[config.mk]
export PLATFORM = sky130hd
export DESIGN_NAME = nvm_serial_resp
export DESIGN_NICKNAME = d
export VERILOG_FILES = /design/src/rtl/nvm_serial_resp.sv
export SDC_FILE = /design/constraint.sdc
export NUM_CORES = 1
export LEC_CHECK = 0
export BUFFER_PORTS_ARGS = -buffer_cell sky130_fd_sc_hd__buf_2
export CAP_MARGIN = 20
export CORE_ASPECT_RATIO = 1.2
export CORE_UTILIZATION = 36
export CTS_CLUSTER_SIZE = 24
export DETAILED_ROUTE_END_ITERATION = 16
export GPL_TIMING_DRIVEN = 0
export HOLD_SLACK_MARGIN = 0.03
export PLACE_DENSITY_LB_ADDON = 0.15
export REMOVE_ABC_BUFFERS = 1
export SLEW_MARGIN = 20
export SYNTH_ARGS = -nofsm -noshare
export SYNTH_HDL_FRONTEND = slang
export SYNTH_SLANG_ARGS = --single-unit
[constraint.sdc]
create_clock -name clk -period 4.33 [get_ports clk]
set_input_delay 0.433 -clock clk [delete_from_list [all_inputs] [get_ports clk]]
set_output_delay 0.433 -clock clk [all_outputs]
set_load 0.01 [all_outputs]
[src/rtl/nvm_serial_resp.sv]
module nvm_serial_resp #(
  parameter int          WORDS    = 64,
  parameter logic [47:0] MAC_ADDR = 48'h021A4FC3907E,
  parameter logic [15:0] CK_SUM   = 16'hBABA
) (
  input  logic        clk,
  input  logic        rst_n,
  input  logic        ctl_wr,
  input  logic [7:0]  ctl_wdata,
  output logic [7:0]  ctl_rdata,
  input  logic        rd_wr,
  input  logic [31:0] rd_wdata,
  output logic [31:0] rd_rdata
);
  localparam int AW   = $clog2(WORDS);
  localparam int IN_W = 3 + AW;
  localparam int PW   = AW + 4;
  localparam logic [7:0] LAST = 8'(WORDS - 1);
  localparam logic [2:0] OP_READ = 3'b110;

  function automatic logic [WORDS*16-1:0] build_rom();
    logic [WORDS*16-1:0] r;
    logic [15:0] sum, w;
    r = '0;
    sum = '0;
    for (int i = 0; i < WORDS - 1; i++) begin
      if (i < 3) w = {8'(MAC_ADDR >> (32 - 16*i)), 8'(MAC_ADDR >> (40 - 16*i))};
      else       w = {8'(i), ~8'(i)};
      r[16*i +: 16] = w;
      sum = sum + w;
    end
    r[16*(WORDS-1) +: 16] = CK_SUM - sum;
    return r;
  endfunction

  localparam logic [WORDS*16-1:0] ROM = build_rom();

  logic [5:0]      ctl_q;
  logic [IN_W-1:0] in_sr, n_sr;
  logic [3:0]      in_cnt, n_cnt;
  logic            reading, n_rd;
  logic [PW-1:0]   pos, n_pos;
  logic [31:0]     rd_q;

  wire w_sk = ctl_wdata[0];
  wire w_cs = ctl_wdata[1];
  wire w_di = ctl_wdata[2];
  wire p_sk = ctl_q[0];
  wire p_cs = ctl_q[1];

  always_comb begin
    n_sr  = in_sr;
    n_cnt = in_cnt;
    n_rd  = reading;
    n_pos = pos;
    if (ctl_wr && w_cs) begin
      if (!p_cs) begin
        n_sr  = '0;
        n_cnt = '0;
        n_rd  = 1'b0;
        n_pos = '0;
      end
      if (w_sk != p_sk) begin
        if (!w_sk) begin
          n_pos = n_pos + 1'b1;
        end else begin
          n_sr = {n_sr[IN_W-2:0], w_di};
          if (n_cnt != 4'hF) n_cnt = n_cnt + 1'b1;
          if (n_cnt == 4'(IN_W) && !n_rd && n_sr[IN_W-1 -: 3] == OP_READ) begin
            n_rd  = 1'b1;
            n_pos = {n_sr[AW-1:0], 4'h0} - 1'b1;
          end
        end
      end
    end
  end

  always_ff @(posedge clk) begin
    if (!rst_n) begin
      ctl_q   <= '0;
      in_sr   <= '0;
      in_cnt  <= '0;
      reading <= 1'b0;
      pos     <= '0;
      rd_q    <= '0;
    end else begin
      if (ctl_wr) ctl_q <= {ctl_wdata[6:4], ctl_wdata[2:0]};
      in_sr   <= n_sr;
      in_cnt  <= n_cnt;
      reading <= n_rd;
      pos     <= n_pos;
      if (rd_wr) rd_q <= rd_wdata;
    end
  end

  wire dout = reading & ROM[{pos[PW-1:4], ~pos[3:0]}];
  assign ctl_rdata = {1'b0, ctl_q[5:3], dout, ctl_q[2:0]};

  wire [7:0]  rd_addr = rd_q[15:8];
  wire [15:0] rd_low  = (rd_q[15:0] & 16'hFFFE) | 16'h0010;
  wire [15:0] rd_word = ROM[{rd_addr[AW-1:0], 4'h0} +: 16];

  assign rd_rdata = !rd_q[0]        ? rd_q :
                    (rd_addr > LAST) ? {16'h0000, rd_low} :
                                       {rd_word, rd_low};

  logic unused_bits;
  assign unused_bits = ^{ctl_wdata[7], ctl_wdata[3]};
endmodule

; Word level (Yosys, flattened, before mapping)
; Memories as Yosys holds them, arrays and structs flattened.
; Cells that the tools add are included.
[word_totals]
regBits = 62
rom_bits = 1024
output_inout_bits = 40
elab_cells = 48
mem_count = 1
[mem_list]
columns = memory, words, word_bits, read_ports, rd_clocked_by_memory_dff, wr, line
row1 = (no name shown), 1024, 1, 1, 0, 0, 96  ; wire dout = reading & ROM[{pos[PW-1:4], ~pos[3:0]}];
[op_classes]
add_sub_neg = 3
order_cmp = 2
n_eq_ne = 4
shift = 1
n_mux = 25
bitwise = 2
reduce_logical = 4
[ops]
columns = op, count
row1 = "1024-bit by 11-bit variable part select with 16-bit output, first input constant", 1
row2 = 32-bit two-way mux, 2
row3 = 10-bit two-way mux, 5
row4 = 9-bit two-way mux, 4
row5 = 4-bit two-way mux, 8
row6 = "10-bit by 11-bit less-than comparator with 1-bit output, second input constant", 1
row7 = "10-bit by 1-bit adder with 10-bit output, second input constant", 1
row8 = "10-bit by 1-bit subtractor with 10-bit output, second input constant", 1
row9 = "8-bit by 6-bit > comparator with 1-bit output, second input constant", 1
row10 = 1-bit two-way mux, 6
row11 = "4-bit by 1-bit adder with 4-bit output, second input constant", 1
row12 = "4-bit == test, second input constant", 1
row13 = "4-bit != test, second input constant", 1
row14 = 4-bit inverter, 1
row15 = "3-bit == test, second input constant", 1
row16 = 1-bit logical AND, 3
row17 = 1-bit bitwise AND, 1
row18 = 1-bit logical NOT, 1
row19 = 1-bit != test, 1

; Depth between registers and ports, before layout
[logic_depth]
ltp_word = 13
ltp_mapped = 14
depth_no_buf = 11

; Least setup slack after synthesis
; OpenSTA, ideal clock, no wires.
[synth_timing]
path_type = flip-flop to output port
startpoint = reg pos[0]
endpoint = out ctl_rdata[3]
arrival_time_ns = 2.733
required_time_ns = 3.897
slack_ns = 1.164
stages_incl_launch_ff = 14
cell_sequence = dfxtp_1 -> buf_2 -> inv_1 -> ha_1 -> clkbuf_1 -> inv_1 -> ha_1 -> mux4_2 -> xnor2_1 -> nand2_1 -> o2111ai_1 -> o21ai_1 -> a2111oi_2 -> buf_4
[synth_via]
elab_chain_len = 4
[synth_lines]
columns = item, line
row1 = "start, declared", 42  ; logic [PW-1:0] pos, n_pos;
row2 = "start signal, assigned", 91  ; pos <= n_pos;
row3 = 4-bit inverter, 96
row4 = memory 1024 x 1 bit, -
row5 = 1-bit two-way mux (implied by the code), 96
row6 = 1-bit bitwise AND, 96
row7 = "end, declared", 10  ; output logic [7:0] ctl_rdata,
; No other way between the ends. The select of a mux whose other input is x is not followed.

; Final worst setup path
[layout_timing]
startpoint = reg pos[2]
endpoint = out ctl_rdata[3]
; Same word-level chain as after synthesis.

==> flow_summary.ini <==
[timing]
fin_crit_sh_pct = 93.5
post-route-min-period_ps = 4050
max_slew_margin_pct = 38.8
fmax_ghz = 0.247
fin_skew_ps = 7.41
rsz0062_at_grt = no
slew_violations = 0
tns_ps = 0
worstMarginPinSlew_ps = 919
setup_viol = 0
hold_violations = 0

[logic_synthesis]
synth-seq-area-share_pct = 22.5
async_reset_ff_share_pct = 0
netlist_instances = 703
yosysTopAreaCell = dfxtp_1
yosys_warnings = 0
ys_top_cells_by_count = 61 x dfxtp_1, 61 x nor2b_1, 53 x nor2_1
synth_ff_type = dfxtp_1
synth_edf_count = 0
syn_avg_cell_area_um2 = 7.72
synthTopCellsByArea = dfxtp_1 23%, mux2i_1 8.7%, ha_1 7.1%
synth_top_area_share_pct = 22.5
ys_types = 70
netlist_area_um2 = 5430
ys_seq_elements = 61

[floorplan]
die_area_um2 = 15600
die_x_um = 114
die_h_um = 136
coreArea_um2 = 14500
io_pins = 84
placementRows = 48
start_util_pct = 37.3

[cts]
clock_latency_ps = 330
clk_pin_slew_ps = 60
cts-htree-levels = 3
ctsHoldBuffers = 0
clock-sinks = 61
cts_buffers = 9
cts_setup_buffers = 0
cts_tree = yes
cts_buffer_depth = 2
root_buffer = clkbuf_16

[detailed_routing]
antenna_left = 0
post_drt_wl_per_cell_um = 16.4
vias = 5134
drtIter0Drc = 464
drc = 0
drtPass1Iterations = 4
viasPerCell = 5.56
routed_wl_um = 15100

[min_path]
min_path_type = primary input to flip-flop
hold_end = ctl_q[3]
hold_start = ctl_wdata[4]
hold_depth = 3

[job]
drv_cap = 0

[grt]
grt_max_degree = 63
grt-ovfl-total = 0
grt_pass1_wl_um = 24700
grt_pass1_vias = 4914
track_usage_pct = 19.8
grt_antenna_before_repair = 0

[critical_path]
crit_path_start_kind = flip-flop
required_ps = 3900
cp_slowest_cell = inv_1
crit_chain = buf_16, inv_1, ha_1, nor2b_1, nor2_1, o221ai_1, nand4_1, o221a_2, a32o_1, a2111oi_2, buf_2
crit_fanout = 32
path_class = flip-flop to output port
cp-end-kind = output port
cp.arrival_ps = 3620
rr_endpoint = pos[9]
rr_worst_depth = 7
rrSetupSlack_ps = 1850
critPathMaxStageDelay_ps = 560
rr_startpoint = pos[5]

[power_and_ir_drop]
power_density_nw_per_um2 = 265
p_leak_nw = 2.35
finalPower_mw = 1.60
ir_worst_vdd_mv = 0.160

[placement]
io_buffers = 79
hpwlAfterDp_um = 10500
gp_congestion = 0.846

[status]
outcome = finished, final reports clean

[layout]
antenna_cells = 0
nNetsFinal = 793
drive_gt1_share_pct = 17.3
area_growth_pct = 11.2
state kept, by name, indices dropped and copies added (netlist names):
signal and flops:
in_sr 8, in_cnt 4, rd_q 32, pos 10, reading 1, ctl_q 6
metal layers:
metal | up-vias | share of wire (%) | global-route usage, %
li1 | 2528 | - | -
met1 | 2409 | 45 | 25.6
met2 | 162 | 48 | 33.0
met5 | - | 0 | 0
met4 | 0 | 2.7 | 8.87
met3 | 35 | 4.9 | 2.48
repair_timing:
action	CTS	global route
pin swaps	0	0
gates cloned	0	0
gates resized for setup	1	1
endpoints found under the setup margin	1	1
cells by family after synthesis:
group | Yosys count | share of synthesized area (%)
xor gates and xnor gates | 11 | 1.78
adders and majority gates | 31 | 7.15
buffers and inverters | 101 | 9.71
and+or+nand+nor | 258 | 24.7
other | 1 | 0.0691
AOI/OAI and AO/OA | 186 | 23.5
muxes | 54 | 10.5
DFF | 61 | 22.5
cells in the final DEF (no fill, tap or decap), types with 9 or more instances in the layout:
cell type and count:
buf_2 79, nor2b_1 61, dfxtp_1 54, nor2_1 53
nand2_1 49, mux2i_1 47, a21oi_1 43, o21ai_0 32
ha_1 31, inv_1 20, nor3_1 17, nand3_1 17
a211oi_1 15, nand2b_1 13, a31oi_1 11, o2bb2ai_1 10
xnor2_1 9, nand4_1 9, clkbuf_16 9
power by group:
part	total [mW]	internal (mW)	switching, mW	leakage, nW
combinational	0.216	0.100	0.116	1.71
sequential	0.621	0.585	0.0363	0.503
clock	0.761	0.502	0.259	0.145
worst max path at each step:
stage | end | cells past startpoint | slack, ps | startpoint
after floorplan | ctl_rdata[3] | 9 | 690 | pos[2]
after global placement | ctl_rdata[3] | 10 | -460 | pos[2]
after detailed placement | ctl_rdata[3] | 10 | 360 | pos[1]
after CTS | ctl_rdata[3] | 12 | 110 | pos[0]
after global routing | ctl_rdata[3] | 11 | 40 | pos[2]
final | ctl_rdata[3] | 11 | 280 | pos[2]
critical path: cells and delay by family, from the launching register on:
| family | cells | cell delay [ps] |
|---|---|---|
| AOI/OAI and AO/OA | 4 | 1090 |
| and+or+nand+nor | 3 | 380 |
| buffers and inverters | 3 | 980 |
| adders and majority gates | 1 | 360 |
| DFF | 1 | 450 |
metrics by stage:
stage | cells | hold WS [ps] | setup slack, ps | cell area, µm² | util, %
2_1_floorplan | 625 | 474 | 691 | 4990 | -
3_3_place_gp | 904 | 489 | -461 | 5630 | 38.7
3_5_place_dp | 907 | 502 | 356 | 5710 | 39.3
4_1_cts | 923 | 360 | 112 | 6030 | 41.5
5_1_grt | 923 | 360 | 36.4 | 6030 | 41.5
6_report | 923 | 366 | 282 | 6030 | 41.5
area by class of cell:
class | count | area, µm²
Multi-Input combinational cell | 542 | 3680
Inverter | 22 | 82.6
Sequential cell | 61 | 1230
Timing Repair Buffer | 82 | 470
Fill cell | 1573 | 8500
Tap cell | 200 | 250
Clock inverter | 6 | 87.6
Clock buffer | 10 | 229
No activity file was read; power rests on OpenSTA's default activity.
